<file path="src/rtl/dbs_pkg.sv">
`timescale 1ns/1ps
package dbs_pkg;

    typedef enum logic [1:0] {
        ST_IDLE = 2'd0,
        ST_SUB1 = 2'd1,
        ST_SUB2 = 2'd2
    } dbs_state_e;

    typedef struct packed {
        dbs_state_e state;
        logic       first;
        logic       done;
    } dbs_seq_t;

endpackage

</file>
<file path="src/rtl/dbs_req_hold.sv">
`timescale 1ns/1ps
module dbs_req_hold #(
    parameter int DATA_W = 32,
    localparam int LANES = DATA_W / 8
) (
    input  logic              clk,
    input  logic              rst_n,
    input  logic              accept,
    input  logic              req_write,
    input  logic [LANES-1:0]  req_be_n,
    input  logic [DATA_W-1:0] req_wdata,
    output logic              wr_q_o,
    output logic [LANES-1:0]  be_n_q_o,
    output logic [DATA_W-1:0] wd_q_o
);

    typedef struct packed {
        logic              wr;
        logic [LANES-1:0]  be_n;
        logic [DATA_W-1:0] wd;
    } hold_t;

    hold_t hold_d, hold_q;

    always_comb begin
        hold_d = hold_q;
        if (accept) begin
            hold_d.wr   = req_write;
            hold_d.be_n = req_be_n;
            hold_d.wd   = req_wdata;
        end
    end

    always_ff @(posedge clk or negedge rst_n) begin
        if (!rst_n) begin
            hold_q.wr   <= 1'b0;
            hold_q.be_n <= '1;
            hold_q.wd   <= '0;
        end else begin
            hold_q <= hold_d;
        end
    end

    assign wr_q_o   = hold_q.wr;
    assign be_n_q_o = hold_q.be_n;
    assign wd_q_o   = hold_q.wd;

endmodule

</file>
<file path="src/rtl/dbs_sequencer.sv">
`timescale 1ns/1ps
module dbs_sequencer
    import dbs_pkg::*;
(
    input  logic       clk,
    input  logic       rst_n,
    input  logic       req,
    input  logic       has_lo,
    input  logic       has_hi,
    input  logic       ready,
    input  logic       narrow,
    output dbs_state_e state_o,
    output logic       first_o,
    output logic       done_o,
    output logic       accept_o,
    output logic       cap1_o,
    output logic       cap2_o,
    output logic       split_o
);

    dbs_seq_t seq_d, seq_q;
    logic     complete;
    logic     split;

    // an acknowledge counts only after the first cycle of a sub-cycle
    assign complete = (seq_q.state != ST_IDLE) && !seq_q.first && ready;
    assign split    = (seq_q.state == ST_SUB1) && complete && narrow && has_lo && has_hi;

    always_comb begin
        seq_d      = seq_q;
        seq_d.done = 1'b0;
        unique case (seq_q.state)
            ST_IDLE: begin
                if (req) begin
                    seq_d.state = ST_SUB1;
                    seq_d.first = 1'b1;
                end
            end
            ST_SUB1: begin
                if (seq_q.first) begin
                    seq_d.first = 1'b0;
                end else if (split) begin
                    seq_d.state = ST_SUB2;
                    seq_d.first = 1'b1;
                end else if (complete) begin
                    seq_d.state = ST_IDLE;
                    seq_d.done  = 1'b1;
                end
            end
            ST_SUB2: begin
                if (seq_q.first) begin
                    seq_d.first = 1'b0;
                end else if (complete) begin
                    seq_d.state = ST_IDLE;
                    seq_d.done  = 1'b1;
                end
            end
            default: begin
                seq_d.state = ST_IDLE;
                seq_d.first = 1'b0;
            end
        endcase
    end

    always_ff @(posedge clk or negedge rst_n) begin
        if (!rst_n) begin
            seq_q.state <= ST_IDLE;
            seq_q.first <= 1'b0;
            seq_q.done  <= 1'b0;
        end else begin
            seq_q <= seq_d;
        end
    end

    assign state_o  = seq_q.state;
    assign first_o  = seq_q.first;
    assign done_o   = seq_q.done;
    assign accept_o = (seq_q.state == ST_IDLE) && req;
    assign cap1_o   = (seq_q.state == ST_SUB1) && complete;
    assign cap2_o   = (seq_q.state == ST_SUB2) && complete;
    assign split_o  = split;

    // completion strobe lasts one cycle
    p_done_pulse_r10: assert property (@(posedge clk) disable iff (!rst_n)
        seq_q.done |=> !seq_q.done);

    // done only follows an acknowledge taken in a sub-cycle
    p_done_after_ack_r10: assert property (@(posedge clk) disable iff (!rst_n)
        seq_q.done |-> ($past(ready) && $past(seq_q.state) != ST_IDLE));

    // acknowledge on the first cycle of a sub-cycle changes nothing
    p_first_ignored_r5: assert property (@(posedge clk) disable iff (!rst_n)
        (seq_q.state != ST_IDLE && seq_q.first) |=>
        (seq_q.state == $past(seq_q.state) && !seq_q.done));

    // start marker never lasts two cycles
    p_start_once_r12: assert property (@(posedge clk) disable iff (!rst_n)
        seq_q.first |=> !seq_q.first);

    // a second sub-cycle only follows a narrow acknowledge
    p_sub2_needs_narrow_r7: assert property (@(posedge clk) disable iff (!rst_n)
        (seq_q.state == ST_SUB2 && seq_q.first) |-> ($past(narrow) && $past(ready)));

endmodule

</file>
<file path="src/rtl/dbs_wr_steer.sv">
`timescale 1ns/1ps
module dbs_wr_steer #(
    parameter int DATA_W = 32,
    localparam int LANES = DATA_W / 8,
    localparam int HALF_LANES = LANES / 2
) (
    input  logic [LANES-1:0]  be_n_q,
    input  logic [DATA_W-1:0] wd_q,
    input  logic              has_lo,
    input  logic              second,
    output logic [LANES-1:0]  be_n_o,
    output logic [DATA_W-1:0] wd_o
);

    logic dup;

    // upper halfword mirrored when no lower byte exists or in the second pass
    assign dup = second || !has_lo;

    for (genvar i = 0; i < LANES; i++) begin : g_lane
        if (i < HALF_LANES) begin : g_low
            assign be_n_o[i]        = second ? 1'b1 : be_n_q[i];
            assign wd_o[8*i +: 8]   = dup ? wd_q[8*(i+HALF_LANES) +: 8] : wd_q[8*i +: 8];
        end else begin : g_high
            assign be_n_o[i]        = be_n_q[i];
            assign wd_o[8*i +: 8]   = wd_q[8*i +: 8];
        end
    end

endmodule

</file>
<file path="src/rtl/dbs_rd_merge.sv">
`timescale 1ns/1ps
module dbs_rd_merge #(
    parameter int DATA_W = 32,
    localparam int LANES = DATA_W / 8,
    localparam int HALF_LANES = LANES / 2
) (
    input  logic              clk,
    input  logic              rst_n,
    input  logic [LANES-1:0]  be_n_q,
    input  logic              cap1,
    input  logic              cap2,
    input  logic              narrow,
    input  logic              split,
    input  logic [DATA_W-1:0] bus_rdata,
    output logic [DATA_W-1:0] rdata_o
);

    logic [DATA_W-1:0] acc_d, acc_q;
    logic [7:0]        lane_nx [LANES];

    for (genvar i = 0; i < LANES; i++) begin : g_lane
        if (i < HALF_LANES) begin : g_low
            assign lane_nx[i] = !cap1     ? acc_q[8*i +: 8] :
                                be_n_q[i] ? 8'h00 :
                                            bus_rdata[8*i +: 8];
        end else begin : g_high
            logic [7:0] first_pick;
            assign first_pick = be_n_q[i] ? 8'h00 :
                                split     ? 8'h00 :
                                narrow    ? bus_rdata[8*(i-HALF_LANES) +: 8] :
                                            bus_rdata[8*i +: 8];
            assign lane_nx[i] = cap1 ? first_pick :
                                cap2 ? (be_n_q[i] ? 8'h00 : bus_rdata[8*(i-HALF_LANES) +: 8]) :
                                       acc_q[8*i +: 8];
        end
    end

    always_comb begin
        acc_d = acc_q;
        for (int i = 0; i < LANES; i++) begin
            acc_d[8*i +: 8] = lane_nx[i];
        end
    end

    always_ff @(posedge clk or negedge rst_n) begin
        if (!rst_n) begin
            acc_q <= '0;
        end else begin
            acc_q <= acc_d;
        end
    end

    assign rdata_o = acc_q;

    // the two captures of one request never coincide
    p_capture_excl_r8: assert property (@(posedge clk) disable iff (!rst_n)
        !(cap1 && cap2));

endmodule

</file>
<file path="src/rtl/bus_width_adapter.sv">
`timescale 1ns/1ps
module bus_width_adapter
    import dbs_pkg::*;
#(
    parameter int DATA_W = 32,
    localparam int LANES = DATA_W / 8,
    localparam int HALF_LANES = LANES / 2,
    localparam int HALF_W = DATA_W / 2
) (
    input  logic              clk,
    input  logic              rst_n,
    input  logic              core_req,
    input  logic              core_write,
    input  logic [LANES-1:0]  core_be_n,
    input  logic [DATA_W-1:0] core_wdata,
    output logic              core_done,
    output logic [DATA_W-1:0] core_rdata,
    output logic              bus_cyc,
    output logic              bus_start,
    output logic              bus_write,
    output logic [LANES-1:0]  bus_be_n,
    output logic [DATA_W-1:0] bus_wdata,
    output logic              bus_wdata_oe,
    input  logic              bus_ready,
    input  logic              bus_narrow,
    input  logic [DATA_W-1:0] bus_rdata
);

    dbs_state_e        state;
    logic              first, accept, cap1, cap2, split;
    logic              wr_q;
    logic [LANES-1:0]  be_n_q, steer_be_n;
    logic [DATA_W-1:0] wd_q, steer_wd;
    logic              has_lo, has_hi, second;

    assign has_lo = ~&be_n_q[HALF_LANES-1:0];
    assign has_hi = ~&be_n_q[LANES-1:HALF_LANES];
    assign second = (state == ST_SUB2);

    dbs_req_hold #(.DATA_W(DATA_W)) hold_i (
        .clk       (clk),
        .rst_n     (rst_n),
        .accept    (accept),
        .req_write (core_write),
        .req_be_n  (core_be_n),
        .req_wdata (core_wdata),
        .wr_q_o    (wr_q),
        .be_n_q_o  (be_n_q),
        .wd_q_o    (wd_q)
    );

    dbs_sequencer seq_i (
        .clk      (clk),
        .rst_n    (rst_n),
        .req      (core_req),
        .has_lo   (has_lo),
        .has_hi   (has_hi),
        .ready    (bus_ready),
        .narrow   (bus_narrow),
        .state_o  (state),
        .first_o  (first),
        .done_o   (core_done),
        .accept_o (accept),
        .cap1_o   (cap1),
        .cap2_o   (cap2),
        .split_o  (split)
    );

    dbs_wr_steer #(.DATA_W(DATA_W)) steer_i (
        .be_n_q (be_n_q),
        .wd_q   (wd_q),
        .has_lo (has_lo),
        .second (second),
        .be_n_o (steer_be_n),
        .wd_o   (steer_wd)
    );

    dbs_rd_merge #(.DATA_W(DATA_W)) merge_i (
        .clk       (clk),
        .rst_n     (rst_n),
        .be_n_q    (be_n_q),
        .cap1      (cap1),
        .cap2      (cap2),
        .narrow    (bus_narrow),
        .split     (split),
        .bus_rdata (bus_rdata),
        .rdata_o   (core_rdata)
    );

    assign bus_cyc      = (state != ST_IDLE);
    assign bus_start    = bus_cyc && first;
    assign bus_write    = bus_cyc && wr_q;
    assign bus_wdata_oe = bus_cyc && wr_q;
    assign bus_be_n     = bus_cyc ? steer_be_n : '1;
    assign bus_wdata    = steer_wd;

    // data lines driven on writes only, at any width
    p_oe_dir_r4: assert property (@(posedge clk) disable iff (!rst_n)
        bus_cyc |-> (bus_wdata_oe == bus_write));

    // idle bus keeps lanes off and data undriven
    p_idle_quiet_r1: assert property (@(posedge clk) disable iff (!rst_n)
        !bus_cyc |-> (!bus_wdata_oe && (&bus_be_n)));

    // lanes and data hold through a sub-cycle
    p_hold_lanes_r2: assert property (@(posedge clk) disable iff (!rst_n)
        (bus_cyc && !bus_start) |-> ($stable(bus_be_n) && $stable(bus_wdata)));

    // writes with no lower lane mirror the upper halfword
    p_dup_upper_r3: assert property (@(posedge clk) disable iff (!rst_n)
        (bus_write && (&bus_be_n[HALF_LANES-1:0])) |->
        (bus_wdata[HALF_W-1:0] == bus_wdata[DATA_W-1:HALF_W]));

    // second sub-cycle uses upper enables only
    p_sub2_lanes_r7: assert property (@(posedge clk) disable iff (!rst_n)
        (bus_cyc && second) |-> ((&bus_be_n[HALF_LANES-1:0]) && !(&bus_be_n)));

endmodule

</file>
<file path="config.mk">
export PLATFORM = sky130hd
export DESIGN_NAME = bus_width_adapter
export DESIGN_NICKNAME = d
export VERILOG_FILES = /design/src/rtl/dbs_pkg.sv /design/src/rtl/dbs_req_hold.sv /design/src/rtl/dbs_sequencer.sv /design/src/rtl/dbs_wr_steer.sv /design/src/rtl/dbs_rd_merge.sv /design/src/rtl/bus_width_adapter.sv
export SDC_FILE = /design/constraint.sdc
export NUM_CORES = 1
export LEC_CHECK = 0
export CORE_ASPECT_RATIO = 0.6
export CORE_MARGIN = 2
export CORE_UTILIZATION = 45
export DETAILED_ROUTE_END_ITERATION = 16
export MAX_ROUTING_LAYER = met4
export PLACE_DENSITY = 0.78
export SLEW_MARGIN = 0
export SYNTH_ARGS = -nofsm -noshare
export SYNTH_HDL_FRONTEND = slang
export SYNTH_HIERARCHICAL = 1
export SYNTH_SLANG_ARGS = --single-unit
</file>
<file path="constraint.sdc">
create_clock -name clk -period 3.75 [get_ports clk]
set_input_delay 0.75 -clock clk [delete_from_list [all_inputs] [get_ports clk]]
set_output_delay 0.75 -clock clk [all_outputs]
set_load 0.005 [all_outputs]
</file>
* Word-level counts from Yosys, hierarchy flattened
Index checks and enable logic that the tools add are counted.
** Cells by class
- Equality and inequality tests :: 5
- Mux-type cells :: 32
- Reductions and logical operators :: 20
** Operators by type and width (number)
- 8-bit two-way mux :: 16
- 1-bit logical AND :: 10
- 3-bit case mux with 3 select lines :: 1
- 1-bit two-way mux :: 8
- 2-bit two-way mux :: 4
- 2-bit != test, second input constant :: 3
- 4-bit two-way mux :: 1
- 2-bit AND reduction :: 2
- 2-bit nonzero test :: 2
- 1-bit zero test :: 3
- 3-bit two-way mux :: 1
- 3-bit AND reduction :: 1
- 2-bit by 1-bit == test with 1-bit output, second input constant :: 1
- 2-bit == test, second input constant :: 1
- 2-bit zero test :: 1
- 1-bit case mux with 2 select lines :: 1
- 1-bit logical OR :: 1
** Storage, ports and cells
- Flip-flop bits (word level) :: 73
- Bits of input ports :: 74
- Output and inout bits :: 73
- Word-level logic and storage cells :: 65

* Longest topological paths before layout
Gate-level depths: netlist of run 1.
- Depth after elaboration :: 10
- Gate-level depth with buffers :: 11
- Mapped depth without buffers :: 8

* By module
The synthesis of run 1 kept the hierarchy.
** By module, submodules not included
- dbs_req_hold :: times used 1, cells an instance 78, area an instance 1531.5 µm², seq. area each 930.9 µm²
- dbs_rd_merge :: times used 1, cells an instance 143, area an instance 1445.1 µm², seq. area each 800.8 µm²
- dbs_wr_steer :: times used 1, cells an instance 39, area an instance 394.1 µm², seq. area each 0.0 µm²
- dbs_sequencer :: times used 1, cells an instance 34, area an instance 309.0 µm², seq. area each 100.1 µm²
- bus_width_adapter :: times used 1, cells an instance 11, area an instance 72.6 µm², seq. area each 0.0 µm²

* Worst setup path after synthesis of run 1
OpenSTA, ideal clock, no wires.
- Kind :: reg-to-output
- Start point :: reg, netlist name seq_i/state_o[1]
- End point :: out bus_wdata[10]
- Arrival time :: 1.383 ns
- Required time :: 3.000 ns
- Slack :: 1.617 ns
- Cell stages (with the launch flop) :: 6
- Path buffers :: 2
- Path through :: dfrtp_1 > nor2b_1 > nor2b_1 > buf_6 > buf_6 > mux2_4
** Between the ends
- Cells in the longest elaborated chain, start to end :: 3
** Ends and longest elaborated chain
- 2-bit == test :: RTL line bus_width_adapter.sv:38 : assign second = (state == ST_SUB2);
- net second :: RTL line bus_width_adapter.sv:34 : logic has_lo, has_hi, second;
- 1-bit logical OR :: RTL line dbs_wr_steer.sv:18 : assign dup = second || !has_lo;
- 8-bit two-way mux :: RTL line dbs_wr_steer.sv:23 : assign wd_o[8*i +: 8] = dup ? wd_q[8*(i+HALF_LANES) +: 8] : wd_q[8*i +: 8];
- end, declared :: RTL line bus_width_adapter.sv:22 : output logic [DATA_W-1:0] bus_wdata,
The timed path passes the listed nets, and every way through them passes these cells.

* Worst setup path in the final report of run 1
- Start point :: reg, netlist name seq_i/state_o[1]
- End point :: out bus_wdata[7]
** Between the ends
- Cells in the longest elaborated chain, start to end :: 3
** Ends and longest elaborated chain (RTL line)
- 2-bit == test :: bus_width_adapter.sv:38
- net second :: bus_width_adapter.sv:34
- 1-bit logical OR :: dbs_wr_steer.sv:18
- 8-bit two-way mux :: dbs_wr_steer.sv:23
The timed path passes the listed nets, and every way through them passes these cells.

==> results.py, run 1 <==
metrics = {
    "detailed_routing": {
        "final_antenna_net_count": 0,
        "drt-total-wl_um": 9246,
        "top_layer_used": "met4",
        "via_per_inst": 4.939,
        "met2_length_um": 4178,
        "drt-pass1-iter-count": 4,
        "wl_met3_um": 484,
        "drt_iter0_drc": 167,
        "drt-met1-wl_um": 4499,
        "vias": 2687,
        "wl_per_cell_um": 17.00,
        "remaining_drc_errors": 0,
    },
    "timing": {
        "finalMaxSlewViolations": 0,
        "tns_ns": 0,
        "max_freq_mhz": 327.4,
        "hold_violations": 0,
        "skew_ns": 0.004039,
        "slew_headroom_pct": 25.99,
        "fin_crit_ns": 3.054,
        "fin_ws_ns": 0.6957,
        "period_share_pct": 81.45,
        "setup_violations": 0,
        "tightest_slew_ns": 1.106,
        "rsz0062_at_grt": "false",
    },
    "final_layout": {
        "nets": 509,
        "diodes": 0,
        "regArea_um2": 1832,
        "nFillCells": 614,
        "syn_to_final_growth_pct": 43.18,
        "layout-drive-gt1-share_pct": 19.72,
        "multi_input_area_um2": 1541,
    },
    "clock_tree": {
        "cts_root_buf": "clkbuf_16",
        "clock_latency_ns": 0.33,
        "cts_resized": 0,
        "clock_path_buffers": 2,
        "clkTransAtPathRegs_ns": 0.06,
        "cts_hold_buffers": 0,
        "cts_sinks": 73,
        "cts_tree": "done",
        "htreeDepth": 3,
        "numCtsBuffers": 9,
        "cts_setup_buffers": 0,
    },
    "worst_setup_path": {
        "reg2reg_from": "seq_i/state_o[0]$_DFFE_PN0P_",
        "reg2reg_to": "merge_i/rdata_o[19]$_DFFE_PN0P_",
        "reg2regPathDepth": 8,
        "crit_fanout": 16,
        "endpoint_kind": "output port",
        "cp.arrival_ns": 2.30,
        "start_kind": "flop",
        "path_class": "reg2out",
        "rrSetupSlack_ns": 0.86,
        "required_ns": 3.00,
    },
    "run_status": {
        "status": "finished, final reports clean",
    },
    "min_path": {
        "hold_class": "reg2reg",
        "min_from": "merge_i/rdata_o[28]$_DFFE_PN0P_",
        "hold_depth": 2,
        "whs_endpoint": "merge_i/rdata_o[28]$_DFFE_PN0P_",
    },
    "placement": {
        "gp_congestion": 0.9126,
        "portBuffers": 146,
        "hpwl_um": 6824,
        "place_ws_ns": 0.7677,
    },
    "synthesis": {
        "seq_area_frac_synth_pct": 48.82,
        "synth.net_count": 383,
        "synthDistinctLibCells": 37,
        "synthesis.area_um2": 3752,
        "synth_area_per_cell_um2": 12.30,
        "ys_warn_count": 6,
        "ys_ff_latch": 73,
        "synthCells": 305,
    },
    "global_route": {
        "grt_pass1_wl_um": 14140,
        "grtUsageTotal_pct": 21.28,
        "grt_max_degree": 74,
        "antenna_found_initial": 0,
        "grt_pass1_vias": 2770,
        "grt-ovfl-total": 0,
    },
    "die": {
        "die_h_um": 74.74,
        "dieArea_um2": 9109,
        "io_pins": 147,
        "start_util_pct": 47.04,
        "die_x_um": 121.9,
        "std_cell_rows": 25,
        "core_um2": 7976,
    },
    "job": {
        "cap_violations": 0,
    },
    "pwr": {
        "p_per_area_nw_per_um2": 862.3,
        "peakVddDrop_v": 0.0004851,
        "power_leakage_nw": 2.316,
    },
}
## placed cells by master, fill, tap and decap left out, types with 2 or more instances in the layout
| cell type | netlist | final |
|---|---|---|
| and3_1 | 2 | 2 |
| buf_4 | 19 | 4 |
| clkbuf_16 | 0 | 9 |
| clkdlybuf4s50_1 | 0 | 145 |
| clkinv_2 | 0 | 2 |
| dfrtp_1 | 69 | 69 |
| dfstp_2 | 4 | 4 |
| ha_1 | 4 | 4 |
| inv_1 | 20 | 19 |
| inv_2 | 1 | 2 |
| mux2_2 | 13 | 13 |
| mux2_4 | 40 | 40 |
| mux2i_1 | 17 | 17 |
| nand2_1 | 33 | 33 |
| nand3_1 | 2 | 2 |
| nand3b_1 | 2 | 2 |
| nor2_1 | 5 | 5 |
| nor2b_1 | 4 | 3 |
| o21a_1 | 2 | 2 |
| o21ai_0 | 9 | 9 |
| o21ai_1 | 10 | 10 |
| o21bai_1 | 5 | 5 |
| o21bai_2 | 2 | 2 |
| o22ai_1 | 14 | 14 |
| or2_1 | 2 | 2 |
| or2_2 | 2 | 2 |
## layer usage
layer | vias to the layer above | GRT usage (%)
li1 | 1275 | -
met1 | 1318 | 29.34
met2 | 86 | 31.04
met3 | 8 | 5.530
met4 | 0 | 6.513
met5 | - | -
## area by class of cell
class,instances,area share (%)
Sequential cell,73,34.09
Inverter,21,1.467
Multi-Input combinational cell,177,28.69
Clock buffer,10,4.448
Timing Repair Buffer,149,27.57
Tap cell,108,2.515
Clock inverter,6,1.211
## power breakdown
| part | switching [mW] | total [mW] | internal (mW) |
|---|---|---|---|
| Sequential | 0.300 | 1.47 | 1.17 |
| Clock | 0.336 | 0.870 | 0.534 |
| Combinational | 0.778 | 2.29 | 1.51 |
| Total | 1.41 | 4.63 | 3.22 |
## worst max-delay path, stage by stage, from the launching register on
cell and delay (ns):
dfrtp_1 0.51, nor2b_1 0.22, nor2b_2 0.12, buf_4 0.28
mux2_2 0.37, clkdlybuf4s50_1 0.46
## state kept, by name, indices dropped and copies added (netlist names)
name and cells:
hold_i/wr_q_o 1, seq_i/first_o 1, hold_i/be_n_q_o 4, merge_i/rdata_o 32
hold_i/wd_q_o 32, seq_i/state_o 2, seq_i/done_o 1
## cell usage after synthesis (all sizes together)
library cell	number	share of area (%)
dfrtp	69	46
mux2	53	20
nand2	33	3.3
buf	31	7.8
inv	21	2.1
o21ai	19	2.5
mux2i	17	4.5
o22ai	14	2.3
o21bai	7	1.6
nor2	5	0.50
nor2b	5	1.0
dfstp	4	2.8
ha	4	1.3
or2	4	0.67
clkbuf	3	0.30
nand3	3	0.53
and3	2	0.33
nand3b	2	0.40
o21a	2	0.40
a211oi	1	0.20
a21oi	1	0.13
a22o	1	0.23
a311o	1	0.27
a31o	1	0.23
a32o	1	0.27
and4b	1	0.27
## how the worst max path moves through the flow
stage / from / to / slack [ns] / cells past startpoint
global route: seq_i/state_o[1]$_DFFE_PN0P_ / bus_wdata[15] / 0.59 / 5
finish: seq_i/state_o[1]$_DFFE_PN0P_ / bus_wdata[7] / 0.70 / 5
CTS: seq_i/state_o[1]$_DFFE_PN0P_ / bus_wdata[7] / 0.68 / 5
detailed placement: bus_ready / merge_i/rdata_o[19]$_DFFE_PN0P_ / 0.77 / 6
floorplan: seq_i/state_o[1]$_DFFE_PN0P_ / bus_wdata[10] / 1.62 / 5
global placement: bus_ready / merge_i/rdata_o[22]$_DFFE_PN0P_ / 0.83 / 6
## stage by stage
stage | util [%] | std cells | hold slack (ns) | total power, mW | area (µm²)
3_3_place_gp | 63.55 | 528 | 0.4662 | 3.722 | 5069
2_1_floorplan | - | 305 | 0.4544 | 2.804 | 3752
5_1_grt | 67.36 | 544 | 0.5072 | 4.910 | 5373
4_1_cts | 67.36 | 544 | 0.4891 | 4.677 | 5373
3_5_place_dp | 63.55 | 528 | 0.4770 | 3.778 | 5069
6_report | 67.36 | 544 | 0.4852 | 4.633 | 5373
## cells by family (layout without fill, tap and decap cells)
logic type / after synthesis / count (layout) / synth area share, %
flip-flops: 73 / 73 / 48.82
multiplexers: 70 / 70 / 24.44
AND/OR/NAND/NOR: 55 / 55 / 7.035
buffers and inverters: 55 / 186 / 10.17
AO/OA/AOI/OAI: 48 / 48 / 8.203
adder cells (fa/ha/maj): 4 / 4 / 1.334
(Power assumes the default switching activity.)
==> inputs of run 2 (changes only) <==
Settings changed: CORE_UTILIZATION 45 to 40, PLACE_DENSITY 0.78 to 0.73.
Clock period 3.75 ns to 2.8 ns, I/O delays scaled along.
==> run 2 against run 1 <==
Effect of this change: power rose by 37%; routed wire length rose by 3.4%; sequential share of layout area fell by 0.65 points; critical path depth did not move; cell count rose by 5.0%; global-route usage fell by 1.4 points; clock skew rose by 0.0013 ns; sequential power rose by 29%; critical path type unchanged.
==> results.py, run 2 (synthesis results as in run 1) <==
metrics = {
    "run_status": {
        "status": "finished, final reports clean",
    },
    "detailed_routing": {
        "final_antenna_net_count": 0,
        "remaining_drc_errors": 0,
        "drt-total-wl_um": 9563,
        "drt_iter0_drc": 134,
        "wl_per_cell_um": 16.75,
        "drt-pass1-iter-count": 4,
        "via_per_inst": 4.772,
        "vias": 2725,
    },
    "worst_setup_path": {
        "cp_slowest_cell": "dfstp_2",
        "worst-path-stages": 5,
        "slowest_delay_ns": 0.52,
        "cp.arrival_ns": 2.11,
        "path_class": "reg2out",
        "endpoint_kind": "output port",
        "cp.buffers_inverters": 2,
        "crit_fanout": 16,
        "reg2regPathDepth": 8,
        "cp_cell_sequence": "nand2_1 -> nor2b_2 -> buf_4 -> mux2_4 -> clkdlybuf4s50_1",
        "required_ns": 2.24,
        "cp_top_family": "buffers and inverters",
        "start_kind": "flop",
    },
    "pwr": {
        "peakVddDrop_v": 0.0005934,
        "seqPwrFrac_pct": 29.7,
        "internal_power_mw": 4.470,
        "switching_share_pct": 29.81,
        "power_leakage_nw": 2.358,
        "p_comb_share_pct": 50.6,
        "p_per_area_nw_per_um2": 1163,
        "switchingPower_mw": 1.899,
        "clock_power_share_pct": 19.7,
    },
    "placement": {
        "hpwl_um": 6859,
        "portBuffers": 146,
        "gp_congestion": 0.7931,
        "place_ws_ns": 0.3028,
    },
    "final_layout": {
        "nFillCells": 755,
        "layout-drive-gt1-share_pct": 20.63,
        "regArea_um2": 1832,
        "final_common_cell": "clkdlybuf4s50_1",
        "fin_util_pct": 59.82,
        "mostFrequentLayoutCells": "clkdlybuf4s50_1, dfrtp_1, mux2_4",
        "diodes": 0,
        "multi_input_area_um2": 1541,
        "nets": 514,
        "syn_to_final_growth_pct": 45.95,
    },
    "clock_tree": {
        "cts_sinks": 73,
        "numCtsBuffers": 9,
        "clock_latency_ns": 0.33,
        "clock_path_buffers": 2,
        "cts_tree": "done",
        "cts_root_buf": "clkbuf_16",
        "cts_hold_buffers": 0,
        "htreeDepth": 3,
        "clkTransAtPathRegs_ns": 0.06,
    },
    "die": {
        "die_h_um": 79.03,
        "start_util_pct": 40.99,
        "std_cell_rows": 27,
        "die_x_um": 129.0,
        "dieArea_um2": 10200,
        "io_pins": 147,
        "core_um2": 9155,
    },
    "timing": {
        "period_share_pct": 95.28,
        "skew_ns": 0.005368,
        "tns_ns": 0,
        "hold_violations": 0,
        "finalMaxSlewViolations": 0,
        "max_freq_mhz": 374.9,
        "fin_crit_ns": 2.668,
        "slew_headroom_pct": 25.53,
        "setup_violations": 0,
        "tightest_slew_ns": 1.113,
        "rsz0062_at_grt": "false",
        "fin_ws_ns": 0.1323,
    },
    "global_route": {
        "grtUsageMet3_pct": 6.132,
        "grt_util_met2_pct": 27.94,
        "antenna_found_initial": 0,
        "grt-ovfl-total": 0,
        "met1_usage_pct": 28.32,
        "grtUsageTotal_pct": 19.92,
        "grt_max_degree": 74,
        "busiest_layer": "met1",
        "grt_pass1_wl_um": 14940,
        "grt_pass1_vias": 2766,
    },
    "job": {
        "cap_violations": 0,
    },
    "min_path": {
        "hold_class": "in2async",
    },
}
-- run 2: changes by cell type in the layout (fill, tap and decap cells not counted), sizes merged --
cell | before | now
inv | 22 | 21
clkinv | 3 | 2
buf | 4 | 9
clkbuf | 10 | 11
bufinv | 1 | 2
-- run 2: timing repair --
item                       4_1_cts  5_1_grt
setup endpoints to repair       16        0
buffers inserted                 1        0
resized for setup                0        0
-- run 2: path summary, 6_finish.rpt --
| check | end | startpoint | slack [ns] |
|---|---|---|---|
| max | bus_wdata[10] | hold_i/be_n_q_o[0]$_DFFE_PN1P_ | 0.13 |
| min | merge_i/rdata_o[23]$_DFFE_PN0P_ | rst_n | 0.38 |
| max reg2reg | merge_i/rdata_o[17]$_DFFE_PN0P_ | seq_i/state_o[0]$_DFFE_PN0P_ | 0.39 |
| min reg2reg | merge_i/rdata_o[18]$_DFFE_PN0P_ | merge_i/rdata_o[18]$_DFFE_PN0P_ | 0.48 |
| max in group asynchronous | merge_i/rdata_o[18]$_DFFE_PN0P_ | rst_n | 1.83 |
| min in group clk | merge_i/rdata_o[18]$_DFFE_PN0P_ | merge_i/rdata_o[18]$_DFFE_PN0P_ | 0.48 |
-- run 2: power groups by stage --
stage | clock [mW] | combinational (mW) | sequential, mW
after floorplan | 0 | 1.90 | 1.86
after global placement | 0 | 3.12 | 1.91
after detailed placement | 0 | 3.18 | 1.93
after CTS | 1.28 | 3.25 | 1.90
after global routing | 1.33 | 3.46 | 1.96
final | 1.25 | 3.22 | 1.89
-- run 2: layout make-up --
class,instances,share of cell area (%)
Tap cell,130,2.970
Sequential cell,73,33.45
Clock inverter,5,1.416
Timing Repair Buffer,154,27.96
Inverter,21,1.439
Clock buffer,11,4.615
Multi-Input combinational cell,177,28.15
-- run 2: routing by layer --
layer / wire length, µm / vias up
met5: 0 / -
met4: 60 / 0
met3: 664 / 8
met2: 4051 / 101
met1: 4786 / 1328
li1: - / 1288
-- run 2: worst register-to-register path, cell delays in order (launching register included) --
cell and delay, ns:
dfrtp_1 0.38, buf_4 0.18, inv_1 0.08, ha_1 0.26, nor2_1 0.12, and3_1 0.21, nor2_1 0.84, nand2_1 0.11
o21ai_0 0.14
-- run 2: metrics by stage --
stage | hold slack (ns) | cell area, µm² | power [mW] | std cells
floorplan | 0.2644 | 3752 | 3.755 | 305
global placement | 0.4705 | 5139 | 5.028 | 554
detailed placement | 0.4773 | 5139 | 5.112 | 554
CTS | 0.4028 | 5477 | 6.429 | 571
global route | 0.4540 | 5477 | 6.750 | 571
finish | 0.3804 | 5477 | 6.369 | 571
